<file path="config.mk">
export PLATFORM = sky130hd
export DESIGN_NAME = elem_wmask
export DESIGN_NICKNAME = d
export VERILOG_FILES = /design/src/rtl/elem_wmask_pkg.sv /design/src/rtl/elem_wmask_cycsel.sv /design/src/rtl/elem_wmask_lane.sv /design/src/rtl/elem_wmask.sv
export SDC_FILE = /design/constraint.sdc
export NUM_CORES = 1
export LEC_CHECK = 0
export BUFFER_PORTS_ARGS = -buffer_cell sky130_fd_sc_hd__buf_2
export CORE_AREA = 10 10 259 261
export CTS_CLUSTER_DIAMETER = 50
export CTS_CLUSTER_SIZE = 24
export DETAILED_ROUTE_END_ITERATION = 12
export DIE_AREA = 0 0 269 271
export GPL_TIMING_DRIVEN = 0
export PLACE_DENSITY = 0.41
export SYNTH_ARGS = -nofsm -noshare
export SYNTH_HDL_FRONTEND = slang
export SYNTH_SLANG_ARGS = --single-unit
export TNS_END_PERCENT = 20
</file>
<file path="constraint.sdc">
create_clock -name clk -period 1.01 [get_ports clk]
set_clock_uncertainty 0.2 [all_clocks]
set_input_delay 0.202 -clock clk [delete_from_list [all_inputs] [get_ports clk]]
set_output_delay 0.202 -clock clk [all_outputs]
set_load 0.005 [all_outputs]
</file>
<file path="src/rtl/elem_wmask_pkg.sv">
package elem_wmask_pkg;
   typedef enum logic [1:0] {
      WM_PASS = 2'd0,
      WM_ROW  = 2'd1,
      WM_COL  = 2'd2,
      WM_KEEP = 2'd3
   } wm_code_e;
endpackage

</file>
<file path="src/rtl/elem_wmask_cycsel.sv">
module elem_wmask_cycsel #(
   parameter int LANES  = 4,
   parameter int CYCLES = 4,
   parameter int CYC_W  = 8,
   localparam int SEL_W  = (CYCLES > 1) ? $clog2(CYCLES) : 1,
   localparam int MASK_W = 2 * LANES * CYCLES
) (
   input  logic [CYC_W-1:0]   cyc_idx,
   input  logic [MASK_W-1:0]  mask_cfg,
   output logic [SEL_W-1:0]   sel,
   output logic [2*LANES-1:0] codes
);
   localparam logic [CYC_W-1:0] LAST = CYC_W'(CYCLES - 1);

   always_comb begin
      if (cyc_idx >= LAST) sel = SEL_W'(CYCLES - 1);
      else                 sel = cyc_idx[SEL_W-1:0];
      codes = mask_cfg[sel*2*LANES +: 2*LANES];
   end
endmodule

</file>
<file path="src/rtl/elem_wmask_lane.sv">
module elem_wmask_lane
   import elem_wmask_pkg::*;
#(
   parameter int DW = 32
) (
   input  logic          en,
   input  logic [1:0]    code,
   input  logic [DW-1:0] data,
   input  logic [DW-1:0] row,
   input  logic [DW-1:0] col,
   input  logic [DW-1:0] mem,
   output logic [DW-1:0] val,
   output logic          we
);
   wm_code_e eff;

   always_comb begin
      eff = en ? wm_code_e'(code) : WM_PASS;
      we  = 1'b1;
      unique case (eff)
         WM_PASS: val = data;
         WM_ROW:  val = row;
         WM_COL:  val = col;
         WM_KEEP: begin
            val = mem;
            we  = 1'b0;
         end
         default: val = data;
      endcase
   end
endmodule

</file>
<file path="src/rtl/elem_wmask.sv">
module elem_wmask
   import elem_wmask_pkg::*;
#(
   parameter int DW          = 32,
   parameter int LANES       = 4,
   parameter int CYCLES      = 4,
   parameter int CYC_W       = 8,
   parameter int CMD_W       = 8,
   parameter int MASK_EN_BIT = 4,
   localparam int SEL_W  = (CYCLES > 1) ? $clog2(CYCLES) : 1,
   localparam int MASK_W = 2 * LANES * CYCLES,
   localparam int VW     = DW * LANES,
   localparam int CW     = DW * CYCLES
) (
   input  logic              clk,
   input  logic              rst_n,
   input  logic              in_valid,
   input  logic [CMD_W-1:0]  cmd,
   input  logic [MASK_W-1:0] mask_cfg,
   input  logic [CYC_W-1:0]  cyc_idx,
   input  logic [VW-1:0]     row_vec,
   input  logic [CW-1:0]     col_vec,
   input  logic [VW-1:0]     data_vec,
   input  logic [VW-1:0]     mem_vec,
   output logic              out_valid,
   output logic [VW-1:0]     out_vec,
   output logic [LANES-1:0]  out_we
);
   generate
      if (MASK_EN_BIT >= CMD_W) begin : g_bad_bit
         $error("MASK_EN_BIT outside cmd");
      end
      if ((1 << CYC_W) < CYCLES) begin : g_bad_cyc
         $error("CYC_W too narrow for CYCLES");
      end
   endgenerate

   logic [SEL_W-1:0]   sel;
   logic [2*LANES-1:0] codes;
   logic [DW-1:0]      col_sel;
   logic [VW-1:0]      nxt_vec;
   logic [LANES-1:0]   nxt_we;
   logic               mask_en;

   assign mask_en = cmd[MASK_EN_BIT];

   elem_wmask_cycsel #(.LANES(LANES), .CYCLES(CYCLES), .CYC_W(CYC_W)) u_cycsel (
      .cyc_idx (cyc_idx),
      .mask_cfg(mask_cfg),
      .sel     (sel),
      .codes   (codes)
   );

   assign col_sel = col_vec[sel*DW +: DW];

   generate
      for (genvar k = 0; k < LANES; k++) begin : g_lane
         elem_wmask_lane #(.DW(DW)) u_lane (
            .en  (mask_en),
            .code(codes[2*k +: 2]),
            .data(data_vec[k*DW +: DW]),
            .row (row_vec[k*DW +: DW]),
            .col (col_sel),
            .mem (mem_vec[k*DW +: DW]),
            .val (nxt_vec[k*DW +: DW]),
            .we  (nxt_we[k])
         );
      end
   endgenerate

   always_ff @(posedge clk or negedge rst_n) begin
      if (!rst_n) begin
         out_valid <= 1'b0;
         out_we    <= '0;
         out_vec   <= '0;
      end else begin
         out_valid <= in_valid;
         out_we    <= in_valid ? nxt_we : '0;
         if (in_valid) out_vec <= nxt_vec;
      end
   end

   // output follows input valid by exactly one cycle
   assert_latency_R8: assert property (@(posedge clk) disable iff (!rst_n)
      out_valid == $past(in_valid));

   // no write enable without a valid output
   assert_we_idle_R8: assert property (@(posedge clk) disable iff (!rst_n)
      !out_valid |-> out_we == '0);

   // masking disabled passes every lane
   assert_nomask_R7: assert property (@(posedge clk) disable iff (!rst_n)
      out_valid && !$past(cmd[MASK_EN_BIT]) |->
         (out_we == '1) && (out_vec == $past(data_vec)));

   generate
      for (genvar k = 0; k < LANES; k++) begin : g_chk
         // a disabled lane carries the memory contents it saw
         assert_keep_R5: assert property (@(posedge clk) disable iff (!rst_n)
            out_valid && !out_we[k] |->
               out_vec[k*DW +: DW] == $past(mem_vec[k*DW +: DW]));
      end
   endgenerate
endmodule

</file>
==> summary.txt <==
Htree depth: 4
Unrepaired setup endpoints after global routing: true
Die H: 271 um
Hold WC Path Type: primary input to async pin
Hold Fails Final Rpt: 136
Rows: 91
Design Area, Final: 0.0229 mm^2
Seq/Total Area, Yosys: 30.0%
Synthesis Warnings: 0
I/O Buffers: 687
Commonest non-fill, non-tap cell in the layout: buf_2
Pin count of the biggest net entering global routing: 69
Synthesized cell area: 0.0111 mm^2
Fin util: 37.2%
Vias: 16.9k
HPWL after detailed placement: 74100 um
Clock sink count: 133
TritonRoute pass-1 iters: 5
PnR worst setup slack: -1.22 ns
Antenna-violating nets left: 0
Area Overhead vs Synth: 106%
Die width: 269 um
Via density: 5.19
Slew headroom: 35.0%
Share of layout cells above drive strength 1: 53.3%
Fin crit share: 221%
Max Slew Vio Count: 0
Critical Path Source Type: primary input
Clock buffer depth: 2
First-pass GRT wire length: 132000 um
Initial DRC count: 1369
Most frequent cells in the layout: buf_2 (652), inv_1 (257), dlygate4sd3_1 (190), dfrtp_1 (132), a31oi_1 (123)
Tmin final: 2.23 ns
I/O pins: 696
Synth area leader: dfrtp_1
Logic pwr share: 42.9%
Clk slew on worst S/H paths: 0.07 ns
Max Cap Viol: 0
GP Congestion: 0.927
Leakage: 10.0 nW
Reg power frac: 28.7%
Skew-Pair Late Insertion Delay: 0.48 ns
Filler cell count: 6395
TritonCTS clock tree: yes
Final Total Pwr: 23.1 mW
Initial antenna violation count: 16
Total CTS buffers: 17
Die area: 0.0729 mm^2
Clk pwr share: 28.4%
Placed cell areas: 0.0159 mm^2
Pint: 14.5 mW
GRT Resource Usage Total: 25.3%
Cell Pwr Density: 1010 mW/mm^2
WP data arrival: 2.41 ns
Worst Path Max Fanout: 5
Sw power: 8.53 mW
WL/cell: 30.3 um
Crit end category: flop
Root buf cell: clkbuf_16
Core box area: 0.0616 mm^2
Maximum clock frequency: 448 MHz
Unique masters post-synth: 35
Starting Density: 18.0%
Drt drc: 0
Setup slack at placement: -3.01 ns
Top-area cell type share of the netlist area: 30.0%
Vias in the first global route: 17.7k
Worst Max-Slew Pin Slew: 0.976 ns
Total congestion overflow: 0
Final #Nets: 2942
Wirelength, routed: 98200 um
Status: complete, but fails checks
Yosys reg bits: 133
Worst reg2reg path depth: 2
Syn Nets: 1909
Syn Area/Cell: 8.24 um^2
Violated checks: negative hold slack, negative setup slack
Max rail drop VDD: 1.35 mV
Final setup viols: 265
Sw Share: 37.0%
Worst Path Class, Setup: primary input to flop
Synth Instances: 1346
WHS: -0.482 ns
Req. time, crit path: 1.19 ns
Synth area leaders: dfrtp_1 (30%), o32ai_1 (10%), a311oi_1 (10%)
layer usage:
layer | up-vias | GRT usage, % | part of all wire, %
met1 | 8522 | 30.3 | 40
li1 | 7416 | - | -
met2 | 790 | 42.0 | 48
met5 | - | 0 | 0.012
met3 | 125 | 7.38 | 8.1
met4 | 2 | 9.55 | 3.3
what timing repair did:
| item | in CTS | in global routing |
|---|---|---|
| gates resized for setup | 404 | 258 |
| setup endpoints to repair | 265 | 265 |
| hold buffers | 184 | 6 |
| pin swaps | 114 | 73 |
| gates cloned | 19 | 10 |
| hold endpoints to repair | 198 | 131 |
| setup buffers | 98 | 20 |
critical path: stages:
cell and delay, ns:
buf_6 0.10, or4_4 0.64, buf_12 0.20, o21ai_4 0.14
buf_12 0.14, and3_4 0.22, buf_12 0.13, buf_12 0.12
buf_6 0.11, o32ai_1 0.10, a311oi_1 0.30
flip-flops by register name, indices dropped and copies added, names as in the netlist:
register   flops
out_we         4
out_valid      1
out_vec      128
worst paths after layout:
check,startpoint,end,slack (ns)
max,cyc_idx[6],out_vec[99]$_DFFE_PN0P_,-1.22
min,rst_n,out_vec[7]$_DFFE_PN0P_,-0.48
max reg2reg,out_vec[60]$_DFFE_PN0P_,out_vec[60]$_DFFE_PN0P_,-0.11
min reg2reg,out_vec[82]$_DFFE_PN0P_,out_vec[82]$_DFFE_PN0P_,0.39
max in group asynchronous,rst_n,out_vec[92]$_DFFE_PN0P_,0.23
min in group clk,row_vec[17],out_vec[17]$_DFFE_PN0P_,-0.10
Yosys cell counts:
cell type,count
inv_1,257
dfrtp_1,133
a31oi_1,132
a211oi_1,128
o32ai_1,128
a311oi_1,127
clkbuf_1,112
buf_2,48
and3_1,44
nand3_1,40
a41oi_1,36
mux2_2,36
nand4_1,32
o21ai_0,32
buf_4,12
buf_6,7
o21ai_4,5
a41o_1,4
mux2i_1,4
or3_1,4
a21boi_1,3
nor4_1,3
o31ai_1,3
nor2b_1,2
nor3_1,2
nor4_4,2
o21ai_1,2
a21boi_0,1
a311oi_2,1
and2_1,1
nor2_1,1
o21ai_2,1
o31ai_2,1
or2_2,1
or4_4,1
cell type report:
cell class	instances	area, um^2	area share (%)
antenna	17	42.5	0.186
buffer	171	1590	6.93
clock buffer	18	429	1.88
clock inverter	13	148	0.645
inverter	257	965	4.22
multi-input combinational	777	7870	34.4
sequential	133	3330	14.5
tap	837	1050	4.58
timing repair buffer	1022	7470	32.6
through the flow:
stage	instances	TNS, ns	hold WS, ns
2_1_floorplan	1346	-150.48	-0.294
4_1_cts	3201	-199.99	-0.481
3_3_place_gp	2870	-734.12	0.170
3_5_place_dp	2871	-384.15	0.0614
5_1_grt	3241	-209.87	-0.448
6_report	3245	-200.11	-0.482
power by group through the flow:
| stage | logic, mW | registers (mW) | clock network [mW] |
|---|---|---|---|
| final | 9.89 | 6.62 | 6.55 |
| after global routing | 10.4 | 6.69 | 6.87 |
| after CTS | 8.95 | 6.53 | 6.71 |
| after detailed placement | 6.78 | 6.58 | 0 |
| after global placement | 6.75 | 6.57 | 0 |
| after floorplan | 2.79 | 6.59 | 0 |
cell families after synthesis:
family / Yosys count / share of synthesized area, %
simple gates: 133 / 7.32
compound gates: 604 / 42.5
mux: 40 / 4.01
flops: 133 / 30.0
buf+inv: 436 / 16.2
(Power assumes the default switching activity.)
